===== src/rtl/bank_map_pkg.sv =====
package bank_map_pkg;

  // Bus cycle encodings presented by the CPU side.
  typedef enum logic [1:0] {
    CYC_IDLE  = 2'b00,
    CYC_FETCH = 2'b01,
    CYC_READ  = 2'b10,
    CYC_WRITE = 2'b11
  } cyc_e;

  // Index of each bank register inside the register array.
  localparam int unsigned BANK_CODE = 0;
  localparam int unsigned BANK_DATA = 1;
  localparam int unsigned BANK_COUNT = 2;

  // Steering decision for one bus cycle.
  typedef struct packed {
    logic to_code;
    logic code_cs;
    logic data_cs;
  } steer_t;

endpackage


===== src/rtl/bmap_rst_sync.sv =====
module bmap_rst_sync #(
  parameter int unsigned STAGES = 2
) (
  input  logic clk,
  input  logic arst_n,
  output logic srst_n
);

  logic [STAGES-1:0] sync_q;
  logic [STAGES-1:0] sync_d;

  always_comb begin
    sync_d = {sync_q[STAGES-2:0], 1'b1};
  end

  always_ff @(posedge clk or negedge arst_n) begin
    if (!arst_n) begin
      sync_q <= '0;
    end else begin
      sync_q <= sync_d;
    end
  end

  assign srst_n = sync_q[STAGES-1];

endmodule


===== src/rtl/bmap_bank_regs.sv =====
module bmap_bank_regs #(
  parameter int unsigned BANK_W    = 2,
  parameter int unsigned NUM_BANKS = 2
) (
  input  logic                            clk,
  input  logic                            rst_n,
  input  logic                            wr,
  input  logic [NUM_BANKS-1:0]            sel,
  input  logic [BANK_W-1:0]               wdata,
  output logic [NUM_BANKS-1:0][BANK_W-1:0] bank_q
);

  for (genvar g = 0; g < NUM_BANKS; g++) begin : g_bank
    logic              load_en;
    logic [BANK_W-1:0] bank_d;

    // Next-state: load on strobe plus write, else hold.
    always_comb begin
      load_en = wr & sel[g];
      bank_d  = load_en ? wdata : bank_q[g];
    end

    always_ff @(posedge clk or negedge rst_n) begin
      if (!rst_n) begin
        bank_q[g] <= '0;
      end else begin
        bank_q[g] <= bank_d;
      end
    end

    // a strobed write is visible from the next cycle
    a_r7_load_next: assert property (@(posedge clk) disable iff (!rst_n)
      (wr && sel[g]) |=> (bank_q[g] == $past(wdata)));

    // without the write strobe the register holds
    a_r8_hold: assert property (@(posedge clk) disable iff (!rst_n)
      !(wr && sel[g]) |=> $stable(bank_q[g]));
  end

endmodule


===== src/rtl/bmap_cycle_steer.sv =====
module bmap_cycle_steer
  import bank_map_pkg::*;
(
  input  cyc_e   cyc,
  input  logic   wr,
  input  logic   regsel,
  output steer_t steer
);

  logic is_write;
  logic active;
  logic mem_ok;

  always_comb begin
    is_write      = wr | (cyc == CYC_WRITE);
    active        = wr | (cyc != CYC_IDLE);
    mem_ok        = active & ~regsel;
    steer.to_code = (cyc == CYC_FETCH) & ~is_write;
    steer.code_cs = mem_ok &  steer.to_code;
    steer.data_cs = mem_ok & ~steer.to_code;
  end

endmodule


===== src/rtl/bmap_addr_build.sv =====
module bmap_addr_build #(
  parameter int unsigned LADDR_W = 16,
  parameter int unsigned BANK_W  = 2,
  localparam int unsigned PADDR_W = LADDR_W + BANK_W
) (
  input  logic               to_code,
  input  logic               map_en,
  input  logic [BANK_W-1:0]  code_bank,
  input  logic [BANK_W-1:0]  data_bank,
  input  logic [LADDR_W-1:0] laddr,
  output logic [PADDR_W-1:0] paddr
);

  logic [BANK_W-1:0] bank_pick;
  logic [BANK_W-1:0] bank_out;

  always_comb begin
    bank_pick = to_code ? code_bank : data_bank;
    bank_out  = map_en ? bank_pick : '0;
    paddr     = {bank_out, laddr};
  end

endmodule


===== src/rtl/bank_mapper.sv =====
module bank_mapper
  import bank_map_pkg::*;
#(
  parameter int unsigned LADDR_W = 16,
  parameter int unsigned BANK_W  = 2,
  parameter int unsigned DATA_W  = 8,
  parameter int unsigned SYNC_STAGES = 2,
  localparam int unsigned PADDR_W = LADDR_W + BANK_W
) (
  input  logic               clk,
  input  logic               rst_n,
  input  logic [LADDR_W-1:0] cpu_addr,
  input  logic [DATA_W-1:0]  cpu_wdata,
  input  logic               cpu_wr,
  input  logic [1:0]         cyc_type,
  input  logic               code_bank_sel,
  input  logic               data_bank_sel,
  input  logic               map_en,
  output logic [PADDR_W-1:0] phys_addr,
  output logic               code_region,
  output logic               code_cs,
  output logic               data_cs
);

  logic                             rst_sync_n;
  logic [BANK_COUNT-1:0]            sel_vec;
  logic [BANK_COUNT-1:0][BANK_W-1:0] bank_q;
  steer_t                           steer;
  cyc_e                             cyc;
  logic                             unused_wdata_hi;

  assign cyc = cyc_e'(cyc_type);
  assign unused_wdata_hi = ^cpu_wdata[DATA_W-1:BANK_W];

  always_comb begin
    sel_vec            = '0;
    sel_vec[BANK_CODE] = code_bank_sel;
    sel_vec[BANK_DATA] = data_bank_sel;
  end

  bmap_rst_sync #(.STAGES(SYNC_STAGES)) u_rst (
    .clk    (clk),
    .arst_n (rst_n),
    .srst_n (rst_sync_n)
  );

  bmap_bank_regs #(.BANK_W(BANK_W), .NUM_BANKS(BANK_COUNT)) u_regs (
    .clk    (clk),
    .rst_n  (rst_sync_n),
    .wr     (cpu_wr),
    .sel    (sel_vec),
    .wdata  (cpu_wdata[BANK_W-1:0]),
    .bank_q (bank_q)
  );

  bmap_cycle_steer u_steer (
    .cyc    (cyc),
    .wr     (cpu_wr),
    .regsel (code_bank_sel | data_bank_sel),
    .steer  (steer)
  );

  bmap_addr_build #(.LADDR_W(LADDR_W), .BANK_W(BANK_W)) u_addr (
    .to_code   (steer.to_code),
    .map_en    (map_en),
    .code_bank (bank_q[BANK_CODE]),
    .data_bank (bank_q[BANK_DATA]),
    .laddr     (cpu_addr),
    .paddr     (phys_addr)
  );

  assign code_region = steer.to_code;
  assign code_cs     = steer.code_cs;
  assign data_cs     = steer.data_cs;

  // logical bits pass straight through
  a_r1_low_pass: assert property (@(posedge clk) disable iff (!rst_sync_n)
    phys_addr[LADDR_W-1:0] == cpu_addr);

  // fetches with mapping on carry the code bank
  a_r3_fetch_bank: assert property (@(posedge clk) disable iff (!rst_sync_n)
    (map_en && cyc == CYC_FETCH && !cpu_wr) |-> (phys_addr[PADDR_W-1:LADDR_W] == bank_q[BANK_CODE]));

  // writes never reach code space
  a_r5_write_data: assert property (@(posedge clk) disable iff (!rst_sync_n)
    (cpu_wr || cyc == CYC_WRITE) |-> (!code_region && !code_cs));

  // disabled mapping yields zero bank bits
  a_r6_identity: assert property (@(posedge clk) disable iff (!rst_sync_n)
    !map_en |-> (phys_addr[PADDR_W-1:LADDR_W] == '0));

  // chip selects exclusive and quiet during register access
  a_r9_cs_excl: assert property (@(posedge clk) disable iff (!rst_sync_n)
    $onehot0({code_cs, data_cs}));

  a_r9_regsel_quiet: assert property (@(posedge clk) disable iff (!rst_sync_n)
    (code_bank_sel || data_bank_sel) |-> (!code_cs && !data_cs));

endmodule


===== config.mk =====
export PLATFORM = sky130hd
export DESIGN_NAME = bank_mapper
export DESIGN_NICKNAME = d
export VERILOG_FILES = /design/src/rtl/bank_map_pkg.sv /design/src/rtl/bmap_rst_sync.sv /design/src/rtl/bmap_bank_regs.sv /design/src/rtl/bmap_cycle_steer.sv /design/src/rtl/bmap_addr_build.sv /design/src/rtl/bank_mapper.sv
export SDC_FILE = /design/constraint.sdc
export NUM_CORES = 1
export LEC_CHECK = 0
export ABC_AREA = 1
export ABC_CLOCK_PERIOD_IN_PS = 800
export BUFFER_PORTS_ARGS = -buffer_cell sky130_fd_sc_hd__buf_2
export CORE_UTILIZATION = 27
export CTS_BUF_LIST = sky130_fd_sc_hd__clkbuf_16
export DETAILED_ROUTE_END_ITERATION = 16
export PLACE_DENSITY = 0.74
export SETUP_SLACK_MARGIN = 0.1
export SLEW_MARGIN = 5
export SYNTH_ARGS = -nofsm -noshare
export SYNTH_HDL_FRONTEND = slang
export SYNTH_SLANG_ARGS = --single-unit

===== constraint.sdc =====
create_clock -name clk -period 0.8 [get_ports clk]
set_input_delay 0.12 -clock clk [delete_from_list [all_inputs] [get_ports clk]]
set_output_delay 0.12 -clock clk [all_outputs]
set_load 0.03 [all_outputs]

## Word level (Yosys, flattened, before mapping)

Index checks and enable logic that the tools add are counted.
Widths: inputs -> output; s select.

- Add/subtract/negate cells: 0
- Multipliers: 0
- Divide/modulo/power cells: 0
- Magnitude comparators: 0
- Eq/ne operators: 2
- Shift operators: 0
- Muxes and demuxes: 2
- Bitwise operators: 12
- Reductions and logical operators: 1

Operators with widths:

| operator | number |
|---|---|
| $and 1x1->1 | 6 |
| $mux 2 | 2 |
| $not 1->1 | 3 |
| $or 1x1->1 | 3 |
| $eq 2x1->1 const B | 1 |
| $eq 2x2->1 const B | 1 |
| $reduce_bool 2->1 | 1 |

- Bits in registers: 6
- Bits in latches: 0
- RAM bits: 0
- Bits in read-only memories: 0
- Input port bits: 32
- Output and inout bits: 21
- Logic and storage cells: 20
- Memories: 0

## Longest topological paths before layout

- Depth after elaboration: 6
- Gate-level depth with buffers: 4
- Gate-level depth less buffers: 4

## Cells and area by module

A second synthesis with hierarchy kept.

- Cell total of the unflattened synthesis: 55
- Area total of the unflattened synthesis: 406.6 um^2

By module, submodules not included:

| module | times used | cells an instance | area each (um^2) | sequential area each (um^2) |
|---|---|---|---|---|
| bmap_addr_build | 1 | 26 | 157.7 | 0.0 |
| bmap_bank_regs | 1 | 18 | 157.7 | 100.1 |
| bmap_rst_sync | 1 | 3 | 53.8 | 50.0 |
| bmap_cycle_steer | 1 | 5 | 26.3 | 0.0 |
| bank_mapper | 1 | 3 | 11.3 | 0.0 |

## Worst setup path before layout

Ideal clock, no wire load.

- Path kind: flip-flop to output port
- Start point: reg u_regs.bank_q[0] (netlist name)
- End point: out phys_addr[16]
- Data arrival time: 866 ps
- Data required time: 680 ps
- Slack: -186 ps
- Stages on the path, launching flop included: 5
- Buffers on the path: 0
- Cells stage by stage: dfrtp_1 -> inv_1 -> nand3_1 -> nand2_1 -> nor2_1

- Word-level cells in the longest chain between the ends: 2

RTL lines:

| element | line | source |
|---|---|---|
| start: declaration | bmap_bank_regs.sv:10 | `output logic [NUM_BANKS-1:0][BANK_W-1:0] bank_q` |
| start signal: indexed assignment | bmap_bank_regs.sv:27 | `bank_q[g] <= bank_d;` |
| $mux 2 | bmap_addr_build.sv:18 | `bank_pick = to_code ? code_bank : data_bank;` |
| $mux 2 | bmap_addr_build.sv:19 | `bank_out = map_en ? bank_pick : '0;` |
| end: declaration | bank_mapper.sv:19 | `output logic [PADDR_W-1:0] phys_addr,` |

Every way passes these cells.

## Final worst setup path

Ends and elaborated chain as after synthesis.

==> metrics.csv <==
metric,value,unit
status,"complete, but fails checks",
failing checks,setup timing,
H-Tree Depth,1,
gr usage total,0.109,
post-route design area,533,um^2
share of layout cells above drive strength 1,0.527,
Final nets,89,
max incr delay on CP,0.36,ns
Die W,40.5,um
initial antenna violation count,0,
Clock Tree Root,clkbuf_16,
Max Clock Freq,911,MHz
Die Ht,40.5,um
CTS Buffer Depth,2,
"Cell Area, Synth",400,um^2
Startpoint Class,flip-flop,
First DRT Iteration DRCs,4,
RSZ-0062 raised after global routing,true,
Critical Path AT,0.98,ns
via count,301,
"Hold Violations, Final",0,
largest net degree at the start of global routing,7,
Max IR drop VDD,1.25,mV
Fin Clk Skew,0.00151,ns
area post-placement,398,um^2
Max Cap Viol,0,
YS warnings,0,
ANT nets after route,0,
synthesized area per cell,8.01,um^2
crit-path cells,"inv_1, nand3_1, nand2_1, nor2_2, buf_6",
gpl congestion,0.687,
core area,1330,um^2
sequential-to-total area share from yosys stat,0.375,
input/output buffers,14,
worst-path maximum fanout,2,
power density cells,2550,nW/um^2
CP Capture Type,primary output,
slowest CP cell,dfrtp_1,
post-synthesis cell count,50,
final setup violation count,5,
first-pass GRT wire length,1110,um
Hold Path Class,flip-flop to asynchronous set/reset pin,
DR DRC count,0,
Synth Net Count,82,
Initial Util,0.300,
Setup CP Type,flip-flop to primary output,
TritonCTS Sinks,6,
Slew Limit Fails,0,
"flops & latches, synth",6,
Worst-path clk slew,0.03,ns
CTS Buf Count,3,
vias in the first global route,304,
Leak,0.270,nW
grt total ovfl,0,
WL final,699,um
CTS tree,yes,
# rows,13,
WL/cell,9.99,um
fin worst setup slack,-0.297,ns
ANT cells,0,
Skew-Pair Late Insertion Delay,0.23,ns
Area Overhead vs Synth,33.1,%
Unique masters post-synth,12,
Pre-antenna DRT Iters,4,
Worst EP required,0.68,ns
I/O pin cnt,53,
vias per cell,4.30,
DIE AREA,1640,um^2
crit path time final,1.10,ns
dpl hpwl,533,um
Tcrit/Tclk final,1.37,
Fin Hold WS,0.0534,ns
[worst paths after layout]
check | start | endpoint | slack (ns) | cells after the start
min | u_rst.sync_q[1] | u_regs.bank_q[3] | 0.05 | 0
max | u_regs.bank_q[0] | phys_addr[16] | -0.30 | 5
min in group clk | cpu_wdata[0] | u_regs.bank_q[0] | 0.16 | 3
max in group asynchronous | rst_n | u_rst.sync_q[1] | 0.49 | 2
min reg2reg | u_rst.sync_q[1] | u_regs.bank_q[3] | 0.05 | 0
max reg2reg | u_regs.bank_q[0] | u_regs.bank_q[0] | 0.10 | 3
[what timing repair did]
action | in CTS | in global routing
endpoints found under the setup margin | 5 | 6
pin swaps | 3 | 3
hold buffers | 1 | 0
buffers inserted | 1 | 1
resized for setup | 11 | 2
hold endpoints to repair | 2 | 0
[routing by layer]
| metal | wire, um | vias up | track usage | share of wire |
|---|---|---|---|---|
| li1 | - | 147 | - | - |
| met5 | 0 | - | 0 | 0 |
| met2 | 301 | 21 | 0.171 | 0.43 |
| met4 | 25 | 0 | 0.133 | 0.036 |
| met1 | 297 | 127 | 0.0976 | 0.42 |
| met3 | 74 | 6 | 0.0389 | 0.11 |
[synth_stat cells]
library cell | n | area [um^2]
dfrtp_1 | 6 | 150
nor2_4 | 1 | 11.3
nor3_1 | 1 | 5.00
inv_1 | 5 | 18.8
conb_1 | 1 | 3.75
o21ai_0 | 4 | 20.0
nor2_1 | 2 | 7.51
nand3_1 | 2 | 10.0
nand2_1 | 9 | 33.8
a21oi_1 | 2 | 10.0
nor3_2 | 1 | 10.0
buf_4 | 16 | 120
[power breakdown]
part,total (mW),internal (mW),leakage (nW),switching [mW]
sequential,0.354,0.336,0.0728,0.0178
combinational,0.199,0.0900,0.160,0.109
clock,0.804,0.641,0.0370,0.163
total,1.36,1.07,0.270,0.290
[per-stage QoR]
stage,power [mW],setup WS (ns),instances,utilization,TNS (ns)
6_report,1.36,-0.297,70,0.400,-0.855
5_1_grt,1.41,-0.347,70,0.400,-1.11
4_1_cts,1.37,-0.319,69,0.391,-0.919
3_5_place_dp,0.516,-0.178,64,0.298,-0.549
3_3_place_gp,0.512,-0.137,64,0.298,-0.459
2_1_floorplan,0.599,-0.0591,50,-,-0.0591
[layout make-up]
type	count	area (um^2)
clock buffers	3	75.1
inverters	5	18.8
well taps	15	18.8
multi-input cells	23	144
fillers	135	801
flip-flops and latches	6	150
repair buffers	18	126
[cell families (layout without fill, tap and decap cells)]
family / count (synthesis) / count (layout) / share of synthesized area
buf+inv: 21 / 26 / 0.347
flops: 6 / 6 / 0.375
other cells: 1 / 1 / 0.00937
compound gates: 6 / 6 / 0.0750
simple gates: 16 / 16 / 0.194
[critical path, delay by kind of cell, from the launching register on]
kind	cells	cell delay, ns
DFF	1	0.36
and+or+nand+nor	3	0.20
buffers and inverters	2	0.19
[sequential cells by signal, summed over array words and instances, names as in the netlist]
name           flops
u_regs.bank_q      4
u_rst.sync_q       2
[cells in the final DEF, fill, tap and decap left out]
cell type / Yosys / layout
inv_1: 5 / 4
dfrtp_1: 6 / 6
nor3_4: 0 / 1
a21oi_2: 0 / 1
a21oi_1: 2 / 1
nand3_1: 2 / 1
clkbuf_16: 0 / 3
dlygate4sd3_1: 0 / 1
nand3_2: 0 / 1
buf_4: 16 / 5
nor2_2: 0 / 1
nor2_4: 1 / 2
buf_6: 0 / 3
conb_1: 1 / 1
o21ai_1: 0 / 1
inv_2: 0 / 1
nand2_1: 9 / 8
nor3_2: 1 / 1
nand2_2: 0 / 1
o21ai_0: 4 / 3
buf_2: 0 / 9
No activity file was read; power rests on OpenSTA's default activity.
